**src/rtl/page_probe_split.sv**
```systemverilog
module page_probe_split #(
  parameter int ADDR_W     = 48,
  parameter int PAGE_BYTES = 4096,
  parameter int IDX_W      = 4,
  localparam int PG_LOG2   = $clog2(PAGE_BYTES),
  localparam int LEN_W     = PG_LOG2 + 1,
  localparam int SZ_W      = $clog2(PG_LOG2 + 1)
) (
  input  logic              clk,
  input  logic              rst_n,
  input  logic              req_valid,
  output logic              req_ready,
  input  logic [ADDR_W-1:0] req_addr,
  input  logic [SZ_W-1:0]   req_log2sz,
  input  logic              req_store,
  input  logic [IDX_W-1:0]  req_idx,
  output logic              prb_valid,
  input  logic              prb_ready,
  output logic [ADDR_W-1:0] prb_addr,
  output logic [LEN_W-1:0]  prb_len,
  output logic              prb_store,
  output logic [IDX_W-1:0]  prb_idx,
  input  logic              rsp_valid,
  input  logic              rsp_fault,
  output logic              done,
  output logic              fault,
  output logic [ADDR_W-1:0] fault_addr
);

  typedef enum logic [1:0] {S_IDLE, S_ISSUE, S_WAIT} st_t;
  st_t st;

  logic [ADDR_W-1:0] cur_addr, faddr_q;
  logic [LEN_W-1:0]  cur_len, nxt_len;
  logic              two, store_q, done_q, fault_q;
  logic [IDX_W-1:0]  idx_q;

  wire [LEN_W-1:0] room  = LEN_W'(PAGE_BYTES) - {1'b0, req_addr[PG_LOG2-1:0]};
  wire [LEN_W-1:0] size  = LEN_W'(1) << req_log2sz;
  wire             split = size > room;

  assign req_ready  = (st == S_IDLE);
  assign prb_valid  = (st == S_ISSUE);
  assign prb_addr   = cur_addr;
  assign prb_len    = cur_len;
  assign prb_store  = store_q;
  assign prb_idx    = idx_q;
  assign done       = done_q;
  assign fault      = done_q & fault_q;
  assign fault_addr = faddr_q;

  always_ff @(posedge clk or negedge rst_n) begin
    if (!rst_n) begin
      st       <= S_IDLE;
      cur_addr <= '0;
      cur_len  <= '0;
      nxt_len  <= '0;
      two      <= 1'b0;
      store_q  <= 1'b0;
      idx_q    <= '0;
      done_q   <= 1'b0;
      fault_q  <= 1'b0;
      faddr_q  <= '0;
    end else begin
      done_q <= 1'b0;
      case (st)
        S_IDLE: if (req_valid) begin
          cur_addr <= req_addr;
          cur_len  <= split ? room : size;
          nxt_len  <= size - room;
          two      <= split;
          store_q  <= req_store;
          idx_q    <= req_idx;
          st       <= S_ISSUE;
        end
        S_ISSUE: if (prb_ready) st <= S_WAIT;
        S_WAIT: if (rsp_valid) begin
          if (rsp_fault || !two) begin
            st      <= S_IDLE;
            done_q  <= 1'b1;
            fault_q <= rsp_fault;
            faddr_q <= cur_addr;
          end else begin
            cur_addr <= cur_addr + ADDR_W'(cur_len);
            cur_len  <= nxt_len;
            two      <= 1'b0;
            st       <= S_ISSUE;
          end
        end
        default: st <= S_IDLE;
      endcase
    end
  end

endmodule

```
**config.mk**
```make
export PLATFORM = sky130hd
export DESIGN_NAME = page_probe_split
export DESIGN_NICKNAME = d
export VERILOG_FILES = /design/src/rtl/page_probe_split.sv
export SDC_FILE = /design/constraint.sdc
export NUM_CORES = 1
export LEC_CHECK = 0
export BUFFER_PORTS_ARGS = -buffer_cell sky130_fd_sc_hd__buf_2
export CORE_ASPECT_RATIO = 0.9
export CORE_MARGIN = 5
export CORE_UTILIZATION = 51
export CTS_BUF_LIST = sky130_fd_sc_hd__clkbuf_4
export CTS_CLUSTER_DIAMETER = 30
export CTS_CLUSTER_SIZE = 25
export DETAILED_ROUTE_END_ITERATION = 8
export PLACE_DENSITY = 0.88
export RECOVER_POWER = 25
export SYNTH_ARGS = -nofsm -noshare
export SYNTH_HDL_FRONTEND = slang
export SYNTH_SLANG_ARGS = --single-unit
```
**constraint.sdc**
```tcl
create_clock -name clk -period 3 [get_ports clk]
set_input_delay 0.15 -clock clk [delete_from_list [all_inputs] [get_ports clk]]
set_output_delay 0.15 -clock clk [all_outputs]
set_load 0.01 [all_outputs]
```
Word-level counts from Yosys, hierarchy flattened. Index checks and enable logic that the tools add are counted.

Output and inout bits: 118. Register bits: 132.

Bitwise logic cells: 1. Equal/unequal tests: 6. Muxes and demuxes: 21. Reductions and logical operators: 8. Add/subtract/negate cells: 3. Shift operators: 1. Magnitude comparators: 1.

Operator list (number): $mux 48 (3); $pmux 48 s2 (1); $mux 13 (4); $add 48x13->48 (1); $pmux 13 s2 (1); $gt 13x13->1 (1); $shl 1x4->13 const A (1); $sub 13x12->13 const A (1); $sub 13x13->13 (1); $mux 1 (7); $mux 2 (3); $ne 2x2->1 const B (3); $pmux 2 s3 (1); $reduce_and 3->1 (2); $reduce_and 4->1 (1); $eq 2x1->1 const B (1); $eq 2x2->1 const B (1); $logic_not 2->1 (1); $ne 2x1->1 const B (1); $pmux 1 s2 (1); $reduce_and 2->1 (1); $reduce_bool 2->1 (1); $and 1x1->1 (1); $logic_not 1->1 (1); $logic_or 1x1->1 (1).

Longest topological paths before layout.
Depth after elaboration: 5. Mapped depth: 14.

Least setup slack after synthesis. OpenSTA, ideal clock, no wires.

Kind: input-to-reg. Start point: input port req_addr[2]. End point: register cur_len[11], in the netlist prb_len[11]. Path slack: -0.196 ns. Arrival: 3.120 ns. Cell stages on the path: 12. Data required time: 2.923 ns. Cells stage by stage: buf_6 or4_4 nor2_1 xnor2_1 inv_1 ha_1 nand4_1 or4b_2 or4_4 o21ai_4 mux2_2 o21ai_1.

Word-level cells in the longest chain between the ends: 5.

RTL lines: start, declared (RTL line 13) `input logic [ADDR_W-1:0] req_addr,`; $sub 13x12->13 (*) (RTL line 38) `wire [LEN_W-1:0] room = LEN_W'(PAGE_BYTES) - {1'b0, req_addr[PG_LOG2-1:0]};`; $gt 13x13->1 (RTL line 40) `wire split = size > room;`; $mux 13 (*) (RTL line 69) `cur_len <= split ? room : size;`; $mux 13 (*) (RTL line 67) `S_IDLE: if (req_valid) begin`; $pmux 13 s2 (*) (RTL line 66) `case (st)`; end signal, assigned (RTL line 69); end signal, assigned (RTL line 85) `cur_len <= nxt_len;`; end, declared (RTL line 34) `logic [LEN_W-1:0] cur_len, nxt_len;`.

Every way passes the cells marked *; elsewhere a longest branch is shown, timed or not. The select of a mux whose other input is x is not followed. A chain may end at the register's enable or synchronous reset.

Worst setup path after layout.
Start point: register cur_len[2], in the netlist prb_len[2]. End point: register cur_addr[33], in the netlist prb_addr[33].

Word-level cells in the longest chain between the ends: 4.

RTL lines: $add 48x13->48 (RTL line 84) `cur_addr <= cur_addr + ADDR_W'(cur_len);`; $mux 48 (RTL line 78) `if (rsp_fault || !two) begin`; $mux 48 (RTL line 77) `S_WAIT: if (rsp_valid) begin`; $pmux 48 s2 (RTL line 66); end signal, assigned (RTL line 68) `cur_addr <= req_addr;`; end signal, assigned (RTL line 84); end, declared (RTL line 33) `logic [ADDR_W-1:0] cur_addr, faddr_q;`.

No other way between the ends. The select of a mux whose other input is x is not followed.

==> run metrics <==
ratio of cells with drive above 1 in the final layout 0.273; cell leakage power 5.06 nW; RSZ-0062 raised after global routing no; yosys warns 0; Post-CTS Setup Inserts 0; Crit. End Element flip-flop; CP peak stage delay 0.48 ns; Chip Width 140 um; final worst path period share 0.924; flop-to-flop setup slack 0.23 ns; largest net degree at the start of global routing 109; core region area 14800 sq um; Placer Congestion 0.939; dpl cells 1303; H-Tree Level Count 4; Relative slew margins -0.607; Max Buffers Root-to-Sink 2; total of max-cap violations 1; HPWL Detailed 18.1 mm; Routed Antenna Nets 0; final WL 25.0 mm; post-layout worst setup margin 0.227 ns; post-synthesis cell count 896; leading post-synthesis cells by cell area dfrtp_1 (43%), nand2_1 (10%), ha_1 (3.7%), a211oi_1 (3.0%), nor2_1 (2.9%); worst hold margin 0.0346 ns; Port Buffers 180; Pre-antenna DRT Iters 5; final setup vio count 0; Seq/Total Area, Yosys 0.429; f_max 361 MHz; max-slew violation count 109; Distinct cells, synth 70; Via density 5.78; number of synthesized flops with an enable pin 0; wire per inst 18.1 um; DRC errors left 0; Tmin final 2.77 ns; Setup WS pre-CTS -0.285 ns; # rows 42; Worst VDD drop 0.000459 V; initial antenna violation count 0; type of origin of the critical path flip-flop; Synth Area per Inst 8.60 sq um; Die Y 127 um; Root Driver clkbuf_4; asr flop ratio synth 1.00; DR vias 7955; Setup Skew 0.0268 ns; critical path, cell by cell ha_1, a21oi_1, o21bai_1, a21boi_1, buf_4, nor4_1, a21o_1, a211oi_1, a311oi_1; Worst Reg-to-Reg Cells 9; gr ovfl total 0; Antenna Cells 0; synthesized flop and latch total 132; top fanout value on the critical path 16; fin util 0.679; Tot GR Track Use 0.281; status finished with violations; Fin Setup TNS 0 ns; cts bufs inserted 17; cell area after synthesis 7700 sq um; Synth Flop Type dfrtp_1; Tightest Pin Transition 2.41 ns; crit path DAT 3.21 ns; Worst EP required 3.43 ns; I/O pin total 181; CTS tree built; Nets 1255; vias in the first global route 7596; DRT iter0 DRCs 631; worst hold path depth 3; Hold WC Path Type in2reg; syn_nets 984; area share of the largest cell type after synthesis 0.429; full die area 17700 sq um; final hold vios 0; PwrDens 918 nW/um^2; clk_lat worst skew 0.55 ns; Yosys top cell by area dfrtp_1; clock slew at reported path FFs 0.11 ns; slowest stage cell, crit path a21o_1; P&R area growth vs syn 30.2%; Initial Util 0.522; clock sink count 132; failing checks max-capacitance violations, max-slew violations; global-route wire length before repair 40.3 mm; Setup CP Type reg2reg; Post-Layout Cell Count 1377
worst max-delay path, delay by kind of cell (launching register included):
kind                       cells  cell delay, ns
buffers and inverters          1            0.16
DFF                            1            0.46
and+or+nand+nor                1            0.29
adders and majority gates      1            0.36
AOI/OAI and AO/OA              6            1.39
worst paths after layout:
kind,start,to
worst max-delay path,prb_len[2]$_DFFE_PN0P_,prb_addr[33]$_DFFE_PN0P_
worst min register to register,fault_addr[6]$_DFFE_PN0P_,fault_addr[6]$_DFFE_PN0P_
worst min-delay path,req_addr[8],prb_addr[8]$_DFFE_PN0P_
min in group asynchronous,rst_n,fault_addr[36]$_DFFE_PN0P_
worst max register to register,prb_len[2]$_DFFE_PN0P_,prb_addr[33]$_DFFE_PN0P_
max in group asynchronous,rst_n,fault_addr[11]$_DFFE_PN0P_
per-stage QoR:
step	cell area, sq um	power [mW]
after global routing	10000	9.89
after CTS	10000	9.12
after detailed placement	9320	7.91
after global placement	9320	7.74
final	10000	9.21
after floorplan	7750	5.99
power by group:
part	switching, mW	total [mW]	internal, mW
sequential	0.800	3.41	2.61
clock	0.671	1.17	0.497
combinational	2.72	4.64	1.92
per-layer routing:
layer | GRT usage | up-vias | routed length, um
li1 | - | 3737 | -
met1 | 0.380 | 3783 | 10600
met2 | 0.446 | 380 | 11500
met3 | 0.0655 | 55 | 2180
met4 | 0.102 | 0 | 670
met5 | 0 | - | 0
synth_stat cells, drive strengths merged, types with 4 or more instances:
master and number:
a41oi 5, ha 23, nor2 60, o21a 4
nand2b 14, o21bai 5, a211oi 32, and4 6
a311oi 12, clkbuf 39, nand4 9, nor3 22
buf 11, o31ai 5, nand2 205, nor4 4
or3 10, and2 8, mux2 4, mux2i 12
o21ai 52, inv 24, a21oi 41, a21o 14
xor2 8, o22ai 10, dfrtp 132, a31oi 7
nand3 18, xnor2 22, and3 33, or4 4
sequential cells by signal (all words and copies together), names as in the netlist:
signal,count
prb_addr,48
two,1
fault_addr,48
prb_store,1
done,1
prb_idx,4
nxt_len,13
st,2
fault_q,1
prb_len,13
cell type report:
cell class | count | area, sq um
multi-input cells | 690 | 4170
clock inverters | 13 | 135
clock buffers | 18 | 135
well taps | 198 | 248
flip-flops and latches | 132 | 3300
inverters | 24 | 90.1
fillers | 1151 | 4730
repair buffers | 302 | 1950
cell usage in the layout, fill, tap and decap left out, drive strengths merged, types with 23 or more instances in the layout:
| cell type | netlist | final |
|---|---|---|
| a211oi | 32 | 32 |
| a21oi | 41 | 41 |
| and3 | 33 | 33 |
| buf | 11 | 259 |
| dfrtp | 132 | 132 |
| dlygate4sd3 | 0 | 43 |
| ha | 23 | 23 |
| inv | 24 | 26 |
| nand2 | 205 | 205 |
| nor2 | 60 | 60 |
| o21ai | 52 | 52 |
kinds of logic (layout without fill, tap and decap cells):
family | Yosys count | in the layout | share of synthesized area
simple gates | 412 | 412 | 0.254
compound gates | 205 | 205 | 0.177
flops | 132 | 132 | 0.429
buf+inv | 74 | 357 | 0.0395
xor+xnor | 30 | 30 | 0.0341
fa+ha+maj | 27 | 27 | 0.0451
mux | 16 | 16 | 0.0214
what timing repair did:
item / 4_1_cts / 5_1_grt
resized for setup: 0 / 7
hold buffers: 43 / 0
hold endpoints to repair: 148 / 0
endpoints found under the setup margin: 0 / 24
Note: power is estimated with default switching activity, not from simulation.
